**src/rtl/rob_pkg.sv**
```systemverilog
package rob_pkg;
  typedef enum logic {
    KIND_REG    = 1'b0,
    KIND_BRANCH = 1'b1
  } rob_kind_e;
endpackage

```
**src/rtl/rob_ptr_ctrl.sv**
```systemverilog
module rob_ptr_ctrl #(
  parameter int DEPTH = 8,
  localparam int PTR_W = (DEPTH > 1) ? $clog2(DEPTH) : 1,
  localparam int CNT_W = $clog2(DEPTH + 1)
) (
  input  logic             clk,
  input  logic             rst_n,
  input  logic             alloc,
  input  logic             retire,
  input  logic             flush,
  output logic [PTR_W-1:0] head,
  output logic [PTR_W-1:0] tail,
  output logic             full
);
  localparam logic [PTR_W-1:0] LAST = PTR_W'(DEPTH - 1);
  localparam logic [CNT_W-1:0] CAP  = CNT_W'(DEPTH);

  logic [CNT_W-1:0] count;

  function automatic logic [PTR_W-1:0] bump(input logic [PTR_W-1:0] p);
    return (p == LAST) ? '0 : p + 1'b1;
  endfunction

  assign full = (count == CAP);

  always_ff @(posedge clk) begin
    if (!rst_n || flush) begin
      head  <= '0;
      tail  <= '0;
      count <= '0;
    end else begin
      if (alloc)  tail <= bump(tail);
      if (retire) head <= bump(head);
      case ({alloc, retire})
        2'b10:   count <= count + 1'b1;
        2'b01:   count <= count - 1'b1;
        default: count <= count;
      endcase
    end
  end


  no_overflow_chk: assert property (@(posedge clk) disable iff (!rst_n)
    count <= CAP);


  no_alloc_when_full_chk: assert property (@(posedge clk) disable iff (!rst_n)
    full |-> !alloc);


  head_step_chk: assert property (@(posedge clk) disable iff (!rst_n)
    (retire && !flush) |=> head == bump($past(head)));
endmodule

```
**src/rtl/rob_slots.sv**
```systemverilog
module rob_slots
  import rob_pkg::*;
#(
  parameter int DEPTH  = 8,
  parameter int REG_W  = 5,
  parameter int DATA_W = 32,
  parameter int ADDR_W = 32,
  localparam int PTR_W = (DEPTH > 1) ? $clog2(DEPTH) : 1
) (
  input  logic              clk,
  input  logic              rst_n,
  input  logic              flush,
  input  logic              alloc,
  input  logic [PTR_W-1:0]  alloc_idx,
  input  rob_kind_e         alloc_kind,
  input  logic [REG_W-1:0]  alloc_dst,
  input  logic              res_valid,
  input  logic [PTR_W-1:0]  res_idx,
  input  logic [DATA_W-1:0] res_value,
  input  logic              res_mis,
  input  logic [ADDR_W-1:0] res_tgt,
  input  logic              retire,
  input  logic [PTR_W-1:0]  head_idx,
  output logic              h_busy,
  output logic              h_ready,
  output rob_kind_e         h_kind,
  output logic [REG_W-1:0]  h_dst,
  output logic [DATA_W-1:0] h_value,
  output logic              h_mis,
  output logic [ADDR_W-1:0] h_tgt
);
  logic              busy_q  [DEPTH];
  logic              ready_q [DEPTH];
  rob_kind_e         kind_q  [DEPTH];
  logic [REG_W-1:0]  dst_q   [DEPTH];
  logic [DATA_W-1:0] val_q   [DEPTH];
  logic              mis_q   [DEPTH];
  logic [ADDR_W-1:0] tgt_q   [DEPTH];

  for (genvar g = 0; g < DEPTH; g++) begin : g_slot
    localparam logic [PTR_W-1:0] ME = PTR_W'(g);
    always_ff @(posedge clk) begin
      if (!rst_n || flush) begin
        busy_q[g]  <= 1'b0;
        ready_q[g] <= 1'b0;
        kind_q[g]  <= KIND_REG;
        dst_q[g]   <= '0;
        val_q[g]   <= '0;
        mis_q[g]   <= 1'b0;
        tgt_q[g]   <= '0;
      end else if (alloc && alloc_idx == ME) begin
        busy_q[g]  <= 1'b1;
        ready_q[g] <= 1'b0;
        kind_q[g]  <= alloc_kind;
        dst_q[g]   <= alloc_dst;
        mis_q[g]   <= 1'b0;
      end else if (retire && head_idx == ME) begin
        busy_q[g]  <= 1'b0;
        ready_q[g] <= 1'b0;
      end else if (res_valid && res_idx == ME && busy_q[g]) begin
        ready_q[g] <= 1'b1;
        val_q[g]   <= res_value;
        mis_q[g]   <= res_mis;
        tgt_q[g]   <= res_tgt;
      end
    end
  end

  assign h_busy  = busy_q[head_idx];
  assign h_ready = ready_q[head_idx];
  assign h_kind  = kind_q[head_idx];
  assign h_dst   = dst_q[head_idx];
  assign h_value = val_q[head_idx];
  assign h_mis   = mis_q[head_idx];
  assign h_tgt   = tgt_q[head_idx];


  alloc_free_slot_chk: assert property (@(posedge clk) disable iff (!rst_n)
    alloc |-> !busy_q[alloc_idx]);


  retire_ready_slot_chk: assert property (@(posedge clk) disable iff (!rst_n)
    retire |-> (busy_q[head_idx] && ready_q[head_idx]));
endmodule

```
**src/rtl/rob_ordered.sv**
```systemverilog
module rob_ordered
  import rob_pkg::*;
#(
  parameter int DEPTH  = 8,
  parameter int REG_W  = 5,
  parameter int DATA_W = 32,
  parameter int ADDR_W = 32,
  localparam int PTR_W = (DEPTH > 1) ? $clog2(DEPTH) : 1
) (
  input  logic              clk,
  input  logic              rst_n,
  input  logic              iss_valid,
  output logic              iss_ready,
  input  logic              iss_branch,
  input  logic [REG_W-1:0]  iss_dst,
  output logic [PTR_W-1:0]  iss_tag,
  input  logic              res_valid,
  input  logic [PTR_W-1:0]  res_tag,
  input  logic [DATA_W-1:0] res_value,
  input  logic              res_mispredict,
  input  logic [ADDR_W-1:0] res_target,
  output logic              wb_valid,
  output logic [REG_W-1:0]  wb_dst,
  output logic [DATA_W-1:0] wb_value,
  output logic              redirect_valid,
  output logic [ADDR_W-1:0] redirect_target
);
  logic [PTR_W-1:0]  head, tail;
  logic              full, alloc, retire, flush, head_done;
  logic              h_busy, h_ready, h_mis;
  rob_kind_e         h_kind;
  logic [REG_W-1:0]  h_dst;
  logic [DATA_W-1:0] h_value;
  logic [ADDR_W-1:0] h_tgt;

  assign head_done = h_busy && h_ready;
  assign flush     = head_done && (h_kind == KIND_BRANCH) && h_mis;
  assign retire    = head_done && !flush;
  assign iss_ready = !full && !flush;
  assign alloc     = iss_valid && iss_ready;
  assign iss_tag   = tail;

  assign wb_valid        = retire && (h_kind == KIND_REG);
  assign wb_dst          = h_dst;
  assign wb_value        = h_value;
  assign redirect_valid  = flush;
  assign redirect_target = h_tgt;

  rob_ptr_ctrl #(.DEPTH(DEPTH)) u_ptr (
    .clk(clk), .rst_n(rst_n), .alloc(alloc), .retire(retire), .flush(flush),
    .head(head), .tail(tail), .full(full)
  );

  rob_slots #(.DEPTH(DEPTH), .REG_W(REG_W), .DATA_W(DATA_W), .ADDR_W(ADDR_W)) u_slots (
    .clk(clk), .rst_n(rst_n), .flush(flush),
    .alloc(alloc), .alloc_idx(tail),
    .alloc_kind(iss_branch ? KIND_BRANCH : KIND_REG), .alloc_dst(iss_dst),
    .res_valid(res_valid), .res_idx(res_tag), .res_value(res_value),
    .res_mis(res_mispredict), .res_tgt(res_target),
    .retire(retire), .head_idx(head),
    .h_busy(h_busy), .h_ready(h_ready), .h_kind(h_kind), .h_dst(h_dst),
    .h_value(h_value), .h_mis(h_mis), .h_tgt(h_tgt)
  );


  redirect_single_chk: assert property (@(posedge clk) disable iff (!rst_n)
    redirect_valid |=> !redirect_valid);


  redirect_empties_chk: assert property (@(posedge clk) disable iff (!rst_n)
    redirect_valid |=> (iss_ready && iss_tag == '0 && !wb_valid));


  flush_blocks_issue_chk: assert property (@(posedge clk) disable iff (!rst_n)
    redirect_valid |-> !iss_ready);


  wb_redirect_excl_chk: assert property (@(posedge clk) disable iff (!rst_n)
    !(wb_valid && redirect_valid));
endmodule

```
**config.mk**
```make
export PLATFORM = sky130hd
export DESIGN_NAME = rob_ordered
export DESIGN_NICKNAME = d
export VERILOG_FILES = /design/src/rtl/rob_pkg.sv /design/src/rtl/rob_ptr_ctrl.sv /design/src/rtl/rob_slots.sv /design/src/rtl/rob_ordered.sv
export SDC_FILE = /design/constraint.sdc
export NUM_CORES = 1
export LEC_CHECK = 0
export ABC_AREA = 1
export BUFFER_PORTS_ARGS = -buffer_cell sky130_fd_sc_hd__buf_2
export CAP_MARGIN = 5
export CORE_MARGIN = 1.5
export CORE_UTILIZATION = 35
export CTS_CLUSTER_DIAMETER = 50
export DETAILED_ROUTE_END_ITERATION = 10
export PLACE_DENSITY_LB_ADDON = 0.12
export SLEW_MARGIN = 30
export SYNTH_ARGS = -nofsm -noshare
export SYNTH_HDL_FRONTEND = slang
export SYNTH_SLANG_ARGS = --single-unit
export TNS_END_PERCENT = 5
```
**constraint.sdc**
```tcl
create_clock -name clk -period 20.1 [get_ports clk]
set_input_delay 3.015 -clock clk [delete_from_list [all_inputs] [get_ports clk]]
set_output_delay 3.015 -clock clk [all_outputs]
set_load 0.02 [all_outputs]
```
Word level (Yosys, flattened, before mapping)
Memory sizes are Yosys's and may differ from the RTL's. A register that Yosys moved wholly into a read port is not among the register bits.
Index checks and enable logic that the tools add are counted.
- flip-flop bits (word level): 10
- memory bits (writable): 584
- bits of input ports: 78
- output and inout bits: 75
- logic and storage cells: 378
- memories: 7
- memories (memory ; words ; width ; read ports ; clocked after memory_dff ; wr ports ; RTL line ; RTL):
    u_slots.tgt_q ; 8 ; 32 ; 1 ; 1 ; 8 ; rob_slots.sv:38 ; logic [ADDR_W-1:0] tgt_q [DEPTH];
    u_slots.val_q ; 8 ; 32 ; 1 ; 1 ; 8 ; rob_slots.sv:36 ; logic [DATA_W-1:0] val_q [DEPTH];
    u_slots.dst_q ; 8 ; 5 ; 1 ; 1 ; 8 ; rob_slots.sv:35 ; logic [REG_W-1:0] dst_q [DEPTH];
    u_slots.busy_q ; 8 ; 1 ; 9 ; 1 ; 8 ; rob_slots.sv:32 ; logic busy_q [DEPTH];
    u_slots.kind_q ; 8 ; 1 ; 1 ; 1 ; 8 ; rob_slots.sv:34 ; rob_kind_e kind_q [DEPTH];
    u_slots.mis_q ; 8 ; 1 ; 1 ; 1 ; 8 ; rob_slots.sv:37 ; logic mis_q [DEPTH];
    1 more memories ; n/a ; n/a ; n/a ; n/a ; n/a ; n/a ;
- add/subtract/negate cells: 4
- eq/ne operators: 24
- multiplexer cells: 204
- bitwise logic cells: 89
- reductions and logical operators: 47
- operators by type and width (operator ; number):
    $mux W32 ; 16
    $mux W1 ; 163
    $or A1 B1 Y1 ; 88
    $mux W3 ; 16
    $mux W5 ; 8
    $logic_and A1 B1 Y1 ; 39
    $eq A3 B3 Y1 const B ; 12
    $eq A3 B2 Y1 const B ; 6
    $eq A3 B1 Y1 const B ; 3
    $logic_not A3 Y1 ; 3
    $pmux W4 S2 ; 1
    $add A3 B1 Y3 const B ; 2
    $add A4 B1 Y4 const B ; 1
    $eq A4 B4 Y1 const B ; 1
    $sub A4 B1 Y4 const B ; 1
    $logic_not A1 Y1 ; 3
    $eq A2 B1 Y1 const B ; 1
    $eq A2 B2 Y1 const B ; 1
    $reduce_bool A2 Y1 ; 1
    $logic_or A1 B1 Y1 ; 1
    $not A1 Y1 ; 1

Logic depth before layout (Yosys ltp)
- word-level depth: 13
- mapped depth: 17
- depth with buffers taken out: 15

Hierarchy
Synthesis repeated with hierarchy kept, for this count alone.
- cell total of the unflattened synthesis: 3016
- area, all modules: 27581.5 um2
- modules (own cells, without submodules) (module ; times used ; cells an instance ; area each (um2) ; sequential area each (um2)):
    rob_slots ; 1 ; 2936 ; 26989.6 ; 17536.8
    rob_ptr_ctrl ; 1 ; 72 ; 558.0 ; 200.2
    rob_ordered ; 1 ; 8 ; 33.8 ; 0.0

Worst setup path after synthesis
OpenSTA, ideal clock, no wires.
- kind: input-to-reg
- start point: input port res_valid
- end point: memory u_slots.tgt_q[7][0] (enable)
- library setup time: 0.574 ns
- arrival time: 8.047 ns
- data required time: 19.526 ns
- path slack: 11.478 ns
- stages on the path: 5
- path buffers: 1
- path through: clkbuf_1 > nand3_1 > nor2_1 > nand2_1 > o21ai_0
- RTL lines (item ; RTL line ; RTL):
    from (decl) ; rob_ordered.sv:17 ; input logic res_valid,
    to (decl) ; rob_slots.sv:38 ;

==> out/qor.csv <==
metric,value,unit
cts_htree_levels,3,
timing.final.max_slew_violations,0,
layout_setup_ws,12960,ps
chipHeight,281,um
num_vias,19300,
worstHoldPathType,register to register,
vdd.ir_drop.worst,82.3,uV
worst_hold_startpoint,u_ptr.count[3],
io-pin-count,153,
synth_top_family_by_area,simple AND/OR/NAND/NOR gates,
cts-buffers-inserted,83,
cap_violations,0,
setup_total_negative_slack,0,ps
timing.final.setup_violations,0,
hold_buffers,0,
numPlacedInstances,3630,
post-cts-setup-buffer-count,0,
ff_latch_area,0.0178,mm2
dr.first_iter.drc_count,1415,
layout.cells.most_common,nor2_1,
dp_slack,13170,ps
timing_hold_violations_final,0,
status,"finished, final reports clean",
globalRouteTotalUtil,0.196,
place.gp.congestion,0.816,
power.density_cell_area,122,mW/mm2
ys_seq_area_frac,0.657,
fin_crit,7140,ps
synthToLayoutAreaGrowth,15.3,%
synthXorXnorAreaFrac,0.000647,
synth_simple_gate_area_frac,0.190,
final_area,0.0312,mm2
synth.lib_cells_used.distinct,31,
fmaxAchievable,0.140,GHz
remaining_drc_errors,0,
p_sw_frac,0.312,
postRouteWirelength,77.2,mm
postSynthRegisterBits,597,
dieArea,0.0791,mm2
netSwitchingPower,1190,uW
clockBufferDepth,3,
post_synth.cell_area_avg,10.4,um2
clock_network_latency_to_the_later_pin_of_the_worst_skew_pair,620,ps
clock-sinks,597,
timing.critical_path.from_type,register,
yosysTopAreaCellShare,0.647,
cp_data_arrival_time,4130,ps
clkSlewWorstSetupHoldPaths,60,ps
drtAntennaViolNets,0,
synth_compound_area_frac,0.0855,
first_pass_grt_wire_length,117,mm
avgRoutedWirePerCell,20.4,um
post_synth_mux_area_share,0,
post_synth_inst_count,2606,
first_pass_detailed_route_iteration_total,7,
worst_clock_skew,17.6,ps
die_x,281,um
clock_power_share,0.389,
syn_area,0.0271,mm2
grt_start_max_net_pins,188,
worstSetupEndpointType,output pin,
setup.reg_to_reg.worst_slack,13930,ps
post-synth-top-area-cell,edfxtp_1,
worst-setup-path-type,register to output pin,
tritoncts_clock_tree,built,
root_buffer,clkbuf_16,
route.detailed.vias_per_inst,5.09,
synth.yosys.warnings,0,
final_net_count,2779,
grt_pass1_vias,19300,
p_leak,0.0123,uW
port_buffers,152,
worst-r2r-cell-count,12,
combinationalPowerShare,0.199,
detailedPlacementHpwl,40.9,mm
most_frequent_cells_in_the_layout,"nor2_1, edfxtp_1, o21ai_0, buf_2, inv_1",
effective_utilization_at_floorplan,0.355,
layout.cells.non_filler,3784,
fp-row-count,101,
core_area,0.0763,mm2
seq_power_share,0.413,
dpl-instance-area,0.0284,mm2
grt_setup_unrepaired,no,
post_synth_main_area_contributors,"edfxtp_1, nor2_1, o21ai_0, buf_6, nor2_2",
multiInputGateArea,0.00782,mm2
power.internal,2620,uW
antenna_found_initial,5,
fillCellCount,7450,
timing.critical_path.fanout_max,94,
required,17090,ps
grt-ovfl-total,0,
yosys.area_share.adder,0.00767,
hold_path_depth,2,
synth_nets,2700,
min_period_over_period,0.355,
worst_pin_slew,997,ps
worst_slew_margin_rel,0.335,
post_cts_resize_count,0,
drive_above_1_share,0.158,
## flip-flops by register name, summed over array words and instances (netlist names), named ones only
register,flops
u_ptr.head,3
u_slots.busy_q,8
u_slots.tgt_q,256
u_slots.ready_q,8
u_ptr.count,4
u_slots.val_q,256
u_slots.kind_q,8
u_slots.dst_q,40
u_slots.mis_q,8
u_ptr.tail,3
## metrics by stage
| step | hold WS, ps | util | power [uW] |
|---|---|---|---|
| 3_5_place_dp | 483 | 0.373 | 2370 |
| 3_3_place_gp | 467 | 0.372 | 2360 |
| 5_1_grt | 516 | 0.409 | 3980 |
| 6_report | 483 | 0.409 | 3810 |
| 4_1_cts | 491 | 0.409 | 3850 |
| 2_1_floorplan | 458 | - | 2090 |
## kinds of logic after synthesis
family / after synthesis
simple gates: 1248
flops: 597
compound gates: 428
buf+inv: 315
fa+ha+maj: 16
xor+xnor: 2
## final cells by class
class | count | share of cell area
clock buffers | 98 | 0.0703
repair buffers | 179 | 0.0332
inverters | 130 | 0.0162
clock inverters | 55 | 0.0189
well taps | 1030 | 0.0412
multi-input cells | 1694 | 0.250
diodes | 1 | 0.0000801
flip-flops and latches | 597 | 0.570
## Yosys cell counts
library cell	instances
nor2_1	982
edfxtp_1	584
o21ai_0	282
inv_1	111
clkbuf_1	83
nand2_1	83
nor2_2	70
a31oi_1	69
o22ai_1	69
buf_6	41
buf_2	40
nor3_1	36
nand3_1	34
nand3_2	19
buf_1	16
inv_2	16
nand4_1	16
ha_1	15
dfxtp_1	13
a21oi_1	8
buf_8	5
nand2_2	4
xnor2_1	2
and3_1	1
clkinv_1	1
clkinv_2	1
fa_1	1
inv_6	1
nand2_4	1
nand3_4	1
nand4_2	1
## critical path: stages, from the launching register on
cell	delay [ps]
dfxtp_4	840
buf_4	750
buf_6	660
o21ai_0	190
o22ai_1	200
nor2_1	60
a31oi_1	460
buf_2	270
## power groups by stage
stage | registers [uW] | clock network (uW) | logic, uW
2_1_floorplan | 1580 | 0 | 513
3_3_place_gp | 1590 | 0 | 765
3_5_place_dp | 1600 | 0 | 772
4_1_cts | 1570 | 1500 | 774
5_1_grt | 1590 | 1550 | 839
6_report | 1570 | 1480 | 756
## metal layers
metal	wire (um)	share of wire	track usage
met1	34600	0.45	0.260
met2	37700	0.49	0.330
met3	3510	0.045	0.0343
met4	1440	0.019	0.0499
met5	35	0.00045	0
## worst paths after layout
path / end
hold / removal: u_ptr.count[3]
setup reg to reg: u_slots.val_q[7][0]
hold reg to reg: u_ptr.count[3]
setup / recovery: wb_value[0]
Note: power is estimated with default switching activity, not from simulation.
